[config.mk]
export PLATFORM = sky130hd
export DESIGN_NAME = spi_char_engine
export DESIGN_NICKNAME = d
export VERILOG_FILES = /design/src/rtl/spi_eng_pkg.sv /design/src/rtl/spi_edge_sync.sv /design/src/rtl/spi_half_timer.sv /design/src/rtl/spi_shift_core.sv /design/src/rtl/spi_char_engine.sv
export SDC_FILE = /design/constraint.sdc
export NUM_CORES = 1
export LEC_CHECK = 0
export BUFFER_PORTS_ARGS = -buffer_cell sky130_fd_sc_hd__buf_2
export CORE_MARGIN = 1.5
export CORE_UTILIZATION = 50
export CTS_BUF_LIST = sky130_fd_sc_hd__clkbuf_4
export CTS_CLUSTER_DIAMETER = 50
export DETAILED_ROUTE_END_ITERATION = 6
export GPL_ROUTABILITY_DRIVEN = 0
export GPL_TIMING_DRIVEN = 0
export PLACE_DENSITY = 0.67
export SYNTH_ARGS = -nofsm -noshare
export SYNTH_HDL_FRONTEND = slang
export SYNTH_SLANG_ARGS = --single-unit
[constraint.sdc]
create_clock -name clk -period 2.7 [get_ports clk]
set_input_delay 0.27 -clock clk [delete_from_list [all_inputs] [get_ports clk]]
set_output_delay 0.27 -clock clk [all_outputs]
set_load 0.01 [all_outputs]
[src/rtl/spi_eng_pkg.sv]
// Package: register addresses and field positions shared by the engine
// and its bench-facing register block. Assumes a 3-bit register address.
package spi_eng_pkg;
    localparam int ADDR_W = 3;

    localparam logic [ADDR_W-1:0] ADDR_CTRL     = 3'd0;
    localparam logic [ADDR_W-1:0] ADDR_TX_PLAIN = 3'd1;
    localparam logic [ADDR_W-1:0] ADDR_TX_FRAME = 3'd2;
    localparam logic [ADDR_W-1:0] ADDR_RXBUF    = 3'd3;
    localparam logic [ADDR_W-1:0] ADDR_STATUS   = 3'd4;

    localparam int CTRL_MASTER_BIT = 0;
    localparam int CTRL_IRQEN_BIT  = 1;
    localparam int CTRL_LEN_LSB    = 4;
    localparam int CTRL_PRE_LSB    = 8;

    localparam int STAT_DONE_BIT = 0;
    localparam int STAT_OVR_BIT  = 1;
    localparam int STAT_BUSY_BIT = 2;
endpackage

[src/rtl/spi_edge_sync.sv]
// Module: spi_edge_sync
// Brings the external serial clock and data into the system clock domain
// through STAGES flops and emits one-cycle rise/fall pulses. The data
// output is aligned with the clock stage used for edge detection.
// Assumes STAGES >= 2 and a system clock at least 4x the serial clock.
module spi_edge_sync #(
    parameter int STAGES = 2
) (
    input  logic clk,
    input  logic rst_n,
    input  logic sclk_in,
    input  logic din_in,
    output logic rise,
    output logic fall,
    output logic din_sync
);
    logic [STAGES:0]   sclk_pipe;
    logic [STAGES-1:0] din_pipe;

    // Shift both inputs through the synchronizer chain.
    always_ff @(posedge clk) begin
        if (!rst_n) begin
            sclk_pipe <= '0;
            din_pipe  <= '0;
        end else begin
            sclk_pipe <= {sclk_pipe[STAGES-1:0], sclk_in};
            din_pipe  <= {din_pipe[STAGES-2:0], din_in};
        end
    end

    // Edge pulses compare the last synchronized stage with one older copy.
    always_comb begin
        rise     = sclk_pipe[STAGES-1] & ~sclk_pipe[STAGES];
        fall     = ~sclk_pipe[STAGES-1] & sclk_pipe[STAGES];
        din_sync = din_pipe[STAGES-1];
    end
endmodule

[src/rtl/spi_half_timer.sv]
// Module: spi_half_timer
// Divides the system clock for master mode: tick pulses once every
// presc+1 clocks while run is high, marking each serial clock half period.
// The counter is held at zero while run is low.
module spi_half_timer #(
    parameter int PRE_W = 8
) (
    input  logic             clk,
    input  logic             rst_n,
    input  logic             run,
    input  logic [PRE_W-1:0] presc,
    output logic             tick
);
    logic [PRE_W-1:0] cnt_q;

    // A half period is reached when the count equals the prescale value.
    always_comb tick = run && (cnt_q == presc);

    // Count system clocks within the current half period.
    always_ff @(posedge clk) begin
        if (!rst_n || !run || tick) cnt_q <= '0;
        else                        cnt_q <= cnt_q + 1'b1;
    end
endmodule

[src/rtl/spi_shift_core.sv]
// Module: spi_shift_core
// One shift register carries the outgoing word and collects the incoming
// one. Input is sampled on the rising edge and shifted in on the falling
// edge, MSB first. done pulses on the falling edge of the last bit, and
// rx_word carries the right-justified result in that cycle.
// Assumes len_m1 does not change while a character is in flight.
module spi_shift_core #(
    parameter int DW    = 16,
    parameter int LEN_W = $clog2(DW)
) (
    input  logic             clk,
    input  logic             rst_n,
    input  logic             master,
    input  logic [LEN_W-1:0] len_m1,
    input  logic             load,
    input  logic [DW-1:0]    load_word,
    input  logic             load_frame,
    input  logic             m_tick,
    input  logic             s_rise,
    input  logic             s_fall,
    input  logic             din_raw,
    input  logic             din_sync,
    output logic             sclk_o,
    output logic             csn_o,
    output logic             dout_o,
    output logic             done,
    output logic [DW-1:0]    rx_word
);
    localparam logic [LEN_W-1:0] TOP_IDX = LEN_W'(DW - 1);

    logic             sclk_q;
    logic             csn_q;
    logic             samp_q;
    logic [DW-1:0]    sh_q;
    logic [LEN_W-1:0] bitcnt_q;
    logic [DW-1:0]    mask;
    logic [DW-1:0]    nxt;
    logic             rise_ev;
    logic             fall_ev;

    // Pick edge events from the internal divider or the synchronized clock.
    always_comb begin
        mask    = {DW{1'b1}} >> (TOP_IDX - len_m1);
        rise_ev = master ? (m_tick & ~sclk_q) : s_rise;
        fall_ev = master ? (m_tick & sclk_q) : s_fall;
        nxt     = {sh_q[DW-2:0], samp_q};
        done    = fall_ev && (bitcnt_q == len_m1);
        rx_word = nxt & mask;
        sclk_o  = sclk_q;
        csn_o   = csn_q;
        dout_o  = sh_q[len_m1];
    end

    // Load, sample, shift and frame one character.
    always_ff @(posedge clk) begin
        if (!rst_n) begin
            sclk_q   <= 1'b0;
            csn_q    <= 1'b1;
            samp_q   <= 1'b0;
            sh_q     <= '0;
            bitcnt_q <= '0;
        end else if (load) begin
            sh_q     <= load_word & mask;
            bitcnt_q <= '0;
            sclk_q   <= 1'b0;
            csn_q    <= ~(load_frame & master);
        end else begin
            if (master && m_tick) sclk_q <= ~sclk_q;
            if (rise_ev) samp_q <= master ? din_raw : din_sync;
            if (fall_ev) begin
                if (done) begin
                    sh_q     <= '0;
                    bitcnt_q <= '0;
                    csn_q    <= 1'b1;
                end else begin
                    sh_q     <= nxt;
                    bitcnt_q <= bitcnt_q + 1'b1;
                end
            end
        end
    end

    // chip select is only ever driven low in master mode.
    a_r5_csn_only_master: assert property (@(posedge clk) disable iff (!rst_n)
        !csn_o |-> master);

    // no serial clock leaves the block in slave mode.
    a_r8_sclk_quiet_slave: assert property (@(posedge clk) disable iff (!rst_n)
        !master |-> !sclk_o);
endmodule

[src/rtl/spi_char_engine.sv]
// Module: spi_char_engine (top)
// Register block around the shift core. The data address written picks the
// chip-select framing for that character. It holds the receive buffer,
// completion, overrun and busy state, and drives the interrupt.
// Assumes bus strobes last one cycle and 8 + PRE_W <= DW.
module spi_char_engine
    import spi_eng_pkg::*;
#(
    parameter int DW          = 16,
    parameter int PRE_W       = 8,
    parameter int SYNC_STAGES = 2
) (
    input  logic              clk,
    input  logic              rst_n,
    input  logic              bus_wr,
    input  logic              bus_rd,
    input  logic [ADDR_W-1:0] bus_addr,
    input  logic [DW-1:0]     bus_wdata,
    output logic [DW-1:0]     bus_rdata,
    output logic              irq_o,
    output logic              sclk_o,
    output logic              csn_o,
    output logic              dout_o,
    input  logic              sclk_i,
    input  logic              din_i
);
    localparam int LEN_W = $clog2(DW);

    logic             master_q;
    logic             irqen_q;
    logic [LEN_W-1:0] len_q;
    logic [PRE_W-1:0] pre_q;
    logic [DW-1:0]    rxbuf_q;
    logic             done_q;
    logic             ovr_q;
    logic             busy_q;

    logic             ctrl_wr;
    logic             load;
    logic             load_frame;
    logic             rd_rx;
    logic             rd_st;
    logic             m_tick;
    logic             s_rise;
    logic             s_fall;
    logic             din_sync;
    logic             core_done;
    logic [DW-1:0]    rx_word;

    // Decode bus strobes; control and data writes are dropped while busy.
    always_comb begin
        ctrl_wr    = bus_wr && (bus_addr == ADDR_CTRL) && !busy_q;
        load       = bus_wr && !busy_q &&
                     ((bus_addr == ADDR_TX_PLAIN) || (bus_addr == ADDR_TX_FRAME));
        load_frame = (bus_addr == ADDR_TX_FRAME);
        rd_rx      = bus_rd && (bus_addr == ADDR_RXBUF);
        rd_st      = bus_rd && (bus_addr == ADDR_STATUS);
    end

    spi_half_timer #(.PRE_W(PRE_W)) u_timer (
        .clk   (clk),
        .rst_n (rst_n),
        .run   (busy_q && master_q),
        .presc (pre_q),
        .tick  (m_tick)
    );

    spi_edge_sync #(.STAGES(SYNC_STAGES)) u_sync (
        .clk      (clk),
        .rst_n    (rst_n),
        .sclk_in  (sclk_i),
        .din_in   (din_i),
        .rise     (s_rise),
        .fall     (s_fall),
        .din_sync (din_sync)
    );

    spi_shift_core #(.DW(DW), .LEN_W(LEN_W)) u_core (
        .clk        (clk),
        .rst_n      (rst_n),
        .master     (master_q),
        .len_m1     (len_q),
        .load       (load),
        .load_word  (bus_wdata),
        .load_frame (load_frame),
        .m_tick     (m_tick),
        .s_rise     (s_rise),
        .s_fall     (s_fall),
        .din_raw    (din_i),
        .din_sync   (din_sync),
        .sclk_o     (sclk_o),
        .csn_o      (csn_o),
        .dout_o     (dout_o),
        .done       (core_done),
        .rx_word    (rx_word)
    );

    // Control register: role, interrupt enable, length and prescale.
    always_ff @(posedge clk) begin
        if (!rst_n) begin
            master_q <= 1'b0;
            irqen_q  <= 1'b0;
            len_q    <= '0;
            pre_q    <= '0;
        end else if (ctrl_wr) begin
            master_q <= bus_wdata[CTRL_MASTER_BIT];
            irqen_q  <= bus_wdata[CTRL_IRQEN_BIT];
            len_q    <= bus_wdata[CTRL_LEN_LSB +: LEN_W];
            pre_q    <= bus_wdata[CTRL_PRE_LSB +: PRE_W];
        end
    end

    // Receive buffer, completion flag, overrun and busy tracking.
    always_ff @(posedge clk) begin
        if (!rst_n) begin
            rxbuf_q <= '0;
            done_q  <= 1'b0;
            ovr_q   <= 1'b0;
            busy_q  <= 1'b0;
        end else begin
            if (core_done) rxbuf_q <= rx_word;
            if (core_done)  done_q <= 1'b1;
            else if (rd_rx) done_q <= 1'b0;
            if (core_done && done_q && !rd_rx) ovr_q <= 1'b1;
            else if (rd_st)                    ovr_q <= 1'b0;
            if (load)           busy_q <= 1'b1;
            else if (core_done) busy_q <= 1'b0;
        end
    end

    // Read mux and interrupt output.
    always_comb begin
        bus_rdata = '0;
        case (bus_addr)
            ADDR_CTRL: begin
                bus_rdata[CTRL_MASTER_BIT]            = master_q;
                bus_rdata[CTRL_IRQEN_BIT]             = irqen_q;
                bus_rdata[CTRL_LEN_LSB +: LEN_W]      = len_q;
                bus_rdata[CTRL_PRE_LSB +: PRE_W]      = pre_q;
            end
            ADDR_RXBUF: bus_rdata = rxbuf_q;
            ADDR_STATUS: begin
                bus_rdata[STAT_DONE_BIT] = done_q;
                bus_rdata[STAT_OVR_BIT]  = ovr_q;
                bus_rdata[STAT_BUSY_BIT] = busy_q;
            end
            default: bus_rdata = '0;
        endcase
        irq_o = done_q & irqen_q;
    end

    // a completing character always leaves the flag set.
    a_r3_done_after_complete: assert property (@(posedge clk) disable iff (!rst_n)
        core_done |=> done_q);

    // overrun can only appear while a completion was already pending.
    a_r9_ovr_needs_pending: assert property (@(posedge clk) disable iff (!rst_n)
        $rose(ovr_q) |-> $past(done_q));

    // busy only drops on a character completion.
    a_r10_busy_drop_on_done: assert property (@(posedge clk) disable iff (!rst_n)
        $fell(busy_q) |-> $past(core_done));

    // with no character in flight, chip select is high and clock low.
    a_r5_idle_lines: assert property (@(posedge clk) disable iff (!rst_n)
        !busy_q |-> (csn_o && !sclk_o));

    // the interrupt rises only after a completion or a control write.
    a_r4_irq_cause: assert property (@(posedge clk) disable iff (!rst_n)
        $rose(irq_o) |-> ($past(core_done) || $past(ctrl_wr)));
endmodule

# == Yosys cells after proc, flatten, opt, wreduce, memory -nomap -nowiden ==
# Cells that the tools add are included.
# classes
shifts,1
n_addsub,3
n_reduce_logical,27
n_mux,22
order_cmp,1
n_bitwise,14
eq_ne,6
# ops
cell,n
2-to-1 mux 16 bit,3
bitwise AND 16 bit,2
case mux 12 bit (2 select lines),1
">> shifter 16 x 4 -> 16 bit, first input constant",1
2-to-1 mux 1 bit,14
logical AND 1 bit,12
"adder 8 x 1 -> 8 bit, second input constant",1
equality test 8 bit,1
nonzero test 2 bit,4
bitwise AND 1 bit,6
"equality test 3 x 2 -> 1 bit, second input constant",2
NOT 1 bit,6
case mux 2 bit (3 select lines),1
"less-than comparator 4 x 5 -> 1 bit, second input constant",1
"adder 4 x 1 -> 4 bit, second input constant",1
binary-select mux 1 bit (select 4 bit),1
equality test 4 bit,1
logical NOT 1 bit,4
2-to-1 mux 4 bit,1
AND reduction 2 bit,2
"subtractor 4 bit, first input constant",1
"equality test 3 x 1 -> 1 bit, second input constant",1
"equality test 3 bit, second input constant",1
logical NOT 3 bit,1
3 further kinds,5
# word_totals
output_inout_bits,20
elab_cells,90
in_bits,25
ff_bits,69

# == Longest topological paths before layout ==
# depth
word_depth,8
depth_mapped,8
mapped_depth_nobuf,5

# == Cells and area by module ==
# From an unflattened synthesis, not the netlist that was laid out.
# hier_totals
hier_cells,411
hier_area_um2,3644.7
# by_module_without_submodules
mod,area_per_inst_um2,n_inst,cells_per_inst,seq_area_each_um2
spi_char_engine,1559.0,1,168,660.6
spi_shift_core,1473.9,1,184,460.4
spi_half_timer,467.9,1,47,160.2
spi_edge_sync,143.9,1,12,100.1

# == Worst setup path after synthesis ==
# No wires, ideal clock.
# synth_timing
kind,reg2out
start,register len_q[0]
end,output dout_o
path_stages_with_launch,4
arrival_ns,1.709
n_path_buf,1
path_slack_ns,0.721
required_ns,2.430
cell_sequence,dfxtp_1 clkbuf_1 mux4_2 mux4_2
# synth_between
elab_chain_len,2
# synth_rtl
item,line_no,text
"start, declared",spi_char_engine.sv:31,logic [LEN_W-1:0] len_q;
"start signal, assigned",spi_char_engine.sv:108,len_q <= bus_wdata[CTRL_LEN_LSB +: LEN_W];
binary-select mux 1 bit (select 4 bit),spi_shift_core.sv:51,dout_o = sh_q[len_m1];
2-to-1 mux 1 bit (implied by the code),spi_shift_core.sv:51,
"end, declared",spi_char_engine.sv:23,"output logic dout_o,"
# Every way passes these cells. The select of a mux whose other input is x is not followed.

# == Worst setup path in the final report ==
# Same ends and word-level chain as after synthesis.

==> impl_metrics.yaml <==
synth:
  synth_area_leader_cell: "dfxtp_1"
  yosysUniqueCellTypes: 55
  synth-seq-cells: 69
  synth.net_count: 453
  postSynthAreaPerCell_um2: 8.61
  seq_area_frac_synth_pct: 37.7
  syn-cell-area_mm2: 0.00367
  synth.top_cell.area_share_pct: 37.7
  synth_common_cells: "80 x nand2_1, 69 x dfxtp_1, 31 x nand3_1"
  synth_warnings: 0
  synth.most_common_cell: "nand2_1"
  async_flop_share_pct: 0
  synth_flop_cell: "dfxtp_1"
  synth_cells: 426
  synth_edf_count: 0
  ys_top_cells_by_area: "dfxtp_1 38%, nand2_1 8.2%, mux2i_1 6.3%"
floorplan:
  fp.coreArea_mm2: 0.00718
  placementRows: 31
  die_w_um: 88.7
  die_h_um: 88.7
  die-area_mm2: 0.00786
  start_util_pct: 51.1
  ioPinCount: 45
cells_and_area:
  design_area_mm2: 0.00417
  syn2layout_area_growth_pct: 13.6
  layout-drive-gt1-share_pct: 19.2
  n_antenna_cell: 0
  fillCellCount: 701
  nNetsFinal: 507
  final_core_util_pct: 58.1
clock_network:
  cts_root_buffer: "clkbuf_4"
  worstSkewPairLatency_ns: 0.42
  cts_setup_buffers: 0
  cts_max_path_buffers: 2
  cts_sinks: 69
  tritoncts: "yes"
  cts_max_level: 3
  cts.reportedPaths.clkPinSlew_ns: 0.12
  cts_buffers: 9
power:
  clockPowerShare_pct: 38.4
  total_power_mw: 1.98
  cellLeakagePower_nw: 1.55
  netSwitchingPower_mw: 0.522
  combinationalPowerShare_pct: 9.2
  swShare_pct: 26.4
  p_seq_share_pct: 52.4
  p_int_mw: 1.46
  powerDensity_mw_per_mm2: 475
  ir_drop_mv: 0.234
drt:
  drcViolationCount: 0
  drtAntennaViolNets: 0
  drt_iter0_drc: 288
  dr.pass1.iters: 5
  vias: 3456
  via_per_inst: 5.92
  routed_wl_um: 10400
  wl_per_cell_um: 17.8
timing:
  relSlewSlack_pct: 56.6
  layout_min_cycle_time_ns: 2.56
  tightest_slew_ns: 0.649
  timing.fmax_mhz: 390
  finalCritPeriodShare_pct: 95.0
  report.final.slew_viol_count: 0
  setup_violations: 0
  rsz0062_at_grt: "no"
  setup_tns_ns: 0
  skew_ns: 0.0155
  timing.final.hold_violations: 0
setup_path:
  crit_fanout: 10
  critPathLaunchType: "flip-flop"
  critPathSlowestCell: "mux4_2"
  path_delay_family: "multiplexers"
  timing.rr.end: "u_core.sh_q[4]$_SDFFE_PN0P_"
  slowest_delay_ns: 0.56
  reg2reg_from: "busy_q$_SDFFE_PN0P_"
  rr_worst_depth: 6
  arrival_ns: 2.29
  ff2ff_setup_slack_ns: 0.70
  crit_type: "flip-flop to output port"
  end_kind: "output port"
  worst_path_most_repeated_cell: "mux4_2"
  required_ns: 2.43
  path_cells: "clkbuf_2 > mux4_2 > mux4_2 > buf_2"
  path_buf_inv: 2
global_route:
  gr-total-overflow: 0
  grt_pass1_vias: 3340
  antenna_found_initial: 0
  grt_pass1_wl_um: 16800
  grt.total_usage_pct: 28.4
  grt_max_degree: 13
flow_run:
  max_cap_violations: 0
min_path:
  holdPathEnd: "u_sync.sclk_pipe[0]$_SDFF_PN0_"
  hp-class: "input pin to flip-flop"
  hp-start: "sclk_i"
  worstHoldPathCells: 2
place:
  dp_hpwl_um: 7530
  placed_cell_area_mm2: 0.00401
  port_buffers: 43
run_status:
  status: "completed"
==> worst max path at each step <==
stage,startpoint,to,slack [ns],cells after the start
3_3_place_gp,len_q[0]$_SDFFE_PN0P_,dout_o,0.33,4
4_1_cts,len_q[1]$_SDFFE_PN0P_,dout_o,0.03,4
3_5_place_dp,len_q[0]$_SDFFE_PN0P_,dout_o,0.36,4
6_report,len_q[0]$_SDFFE_PN0P_,dout_o,0.14,4
5_1_grt,len_q[0]$_SDFFE_PN0P_,dout_o,0.09,4
2_1_floorplan,len_q[0]$_SDFFE_PN0P_,dout_o,0.72,3
==> power groups by stage <==
stage	Sequential (mW)	Clock (mW)	Combinational [mW]
floorplan	1.06	0	0.110
global placement	1.06	0	0.177
detailed placement	1.06	0	0.178
CTS	1.04	0.766	0.179
global route	1.04	0.816	0.195
finish	1.04	0.761	0.183
==> worst reg2reg max path, stage by stage (launching register included) <==
cell      delay, ns
dfxtp_1        0.37
or3b_1         0.42
buf_2          0.21
o21ai_2        0.42
nor2_2         0.19
o211ai_1       0.15
o221ai_1       0.13
==> kinds of logic after synthesis <==
family	after synthesis	synth area share, %
flops	69	37.7
compound gates	91	18.3
mux	31	10.3
buf+inv	35	4.33
simple gates	178	23.8
xor+xnor	20	4.98
fa+ha+maj	2	0.682
==> through the flow <==
step	setup slack [ns]	hold WS (ns)	cells
global route	0.0909	0.0638	584
CTS	0.0297	0.0426	584
finish	0.135	0.0483	584
detailed placement	0.356	0.426	568
floorplan	0.721	0.396	426
global placement	0.328	0.420	568
==> layout make-up <==
class	instances	area, µm²	share of cell area, %
flip-flops and latches	69	1380	33.1
plain buffers	33	154	3.69
clock inverters	7	90.1	2.16
inverters	2	7.51	0.180
clock buffers	9	67.6	1.62
well taps	99	124	2.97
multi-input cells	322	2130	51.1
repair buffers	43	215	5.16
==> cell usage in the layout, fill, tap and decap left out, types with 3 or more instances in the layout <==
master,netlist,routed
and2_1,13,13
nand3_1,31,31
nand4_1,3,3
nor2_1,26,26
mux4_2,5,5
a22oi_1,13,13
and3_1,4,4
o21a_1,4,4
o21ai_0,12,12
xor2_1,12,12
xnor2_1,7,7
a21boi_0,5,5
nand2_1,80,80
o211ai_1,22,22
mux2i_1,23,23
clkbuf_4,0,9
mux2_2,3,3
a21o_1,3,3
or3_1,3,3
o22ai_1,7,7
a21oi_1,4,4
a21boi_1,10,10
clkbuf_1,20,18
buf_2,10,53
dfxtp_1,69,69
==> metal layers <==
| metal | GRT usage, % | vias up | routed length [µm] |
|---|---|---|---|
| met5 | 0 | - | 0 |
| met4 | 11.5 | 0 | 280 |
| met3 | 3.92 | 25 | 577 |
| met2 | 46.3 | 111 | 4890 |
| met1 | 37.8 | 1692 | 4640 |
| li1 | - | 1628 | - |
==> repair_timing <==
item | 4_1_cts | 5_1_grt
endpoints found under the setup margin | 1 | 1
hold buffers | 0 | 0
gates resized for setup | 1 | 2
==> sequential cells by signal, summed over array words and instances, names as in the netlist, 2 cells and up <==
| name | cells |
|---|---|
| len_q | 4 |
| pre_q | 8 |
| rxbuf_q | 16 |
| u_core.bitcnt_q | 4 |
| u_core.sh_q | 16 |
| u_sync.din_pipe | 2 |
| u_sync.sclk_pipe | 3 |
| u_timer.cnt_q | 8 |
Note: power is estimated with default switching activity, not from simulation.
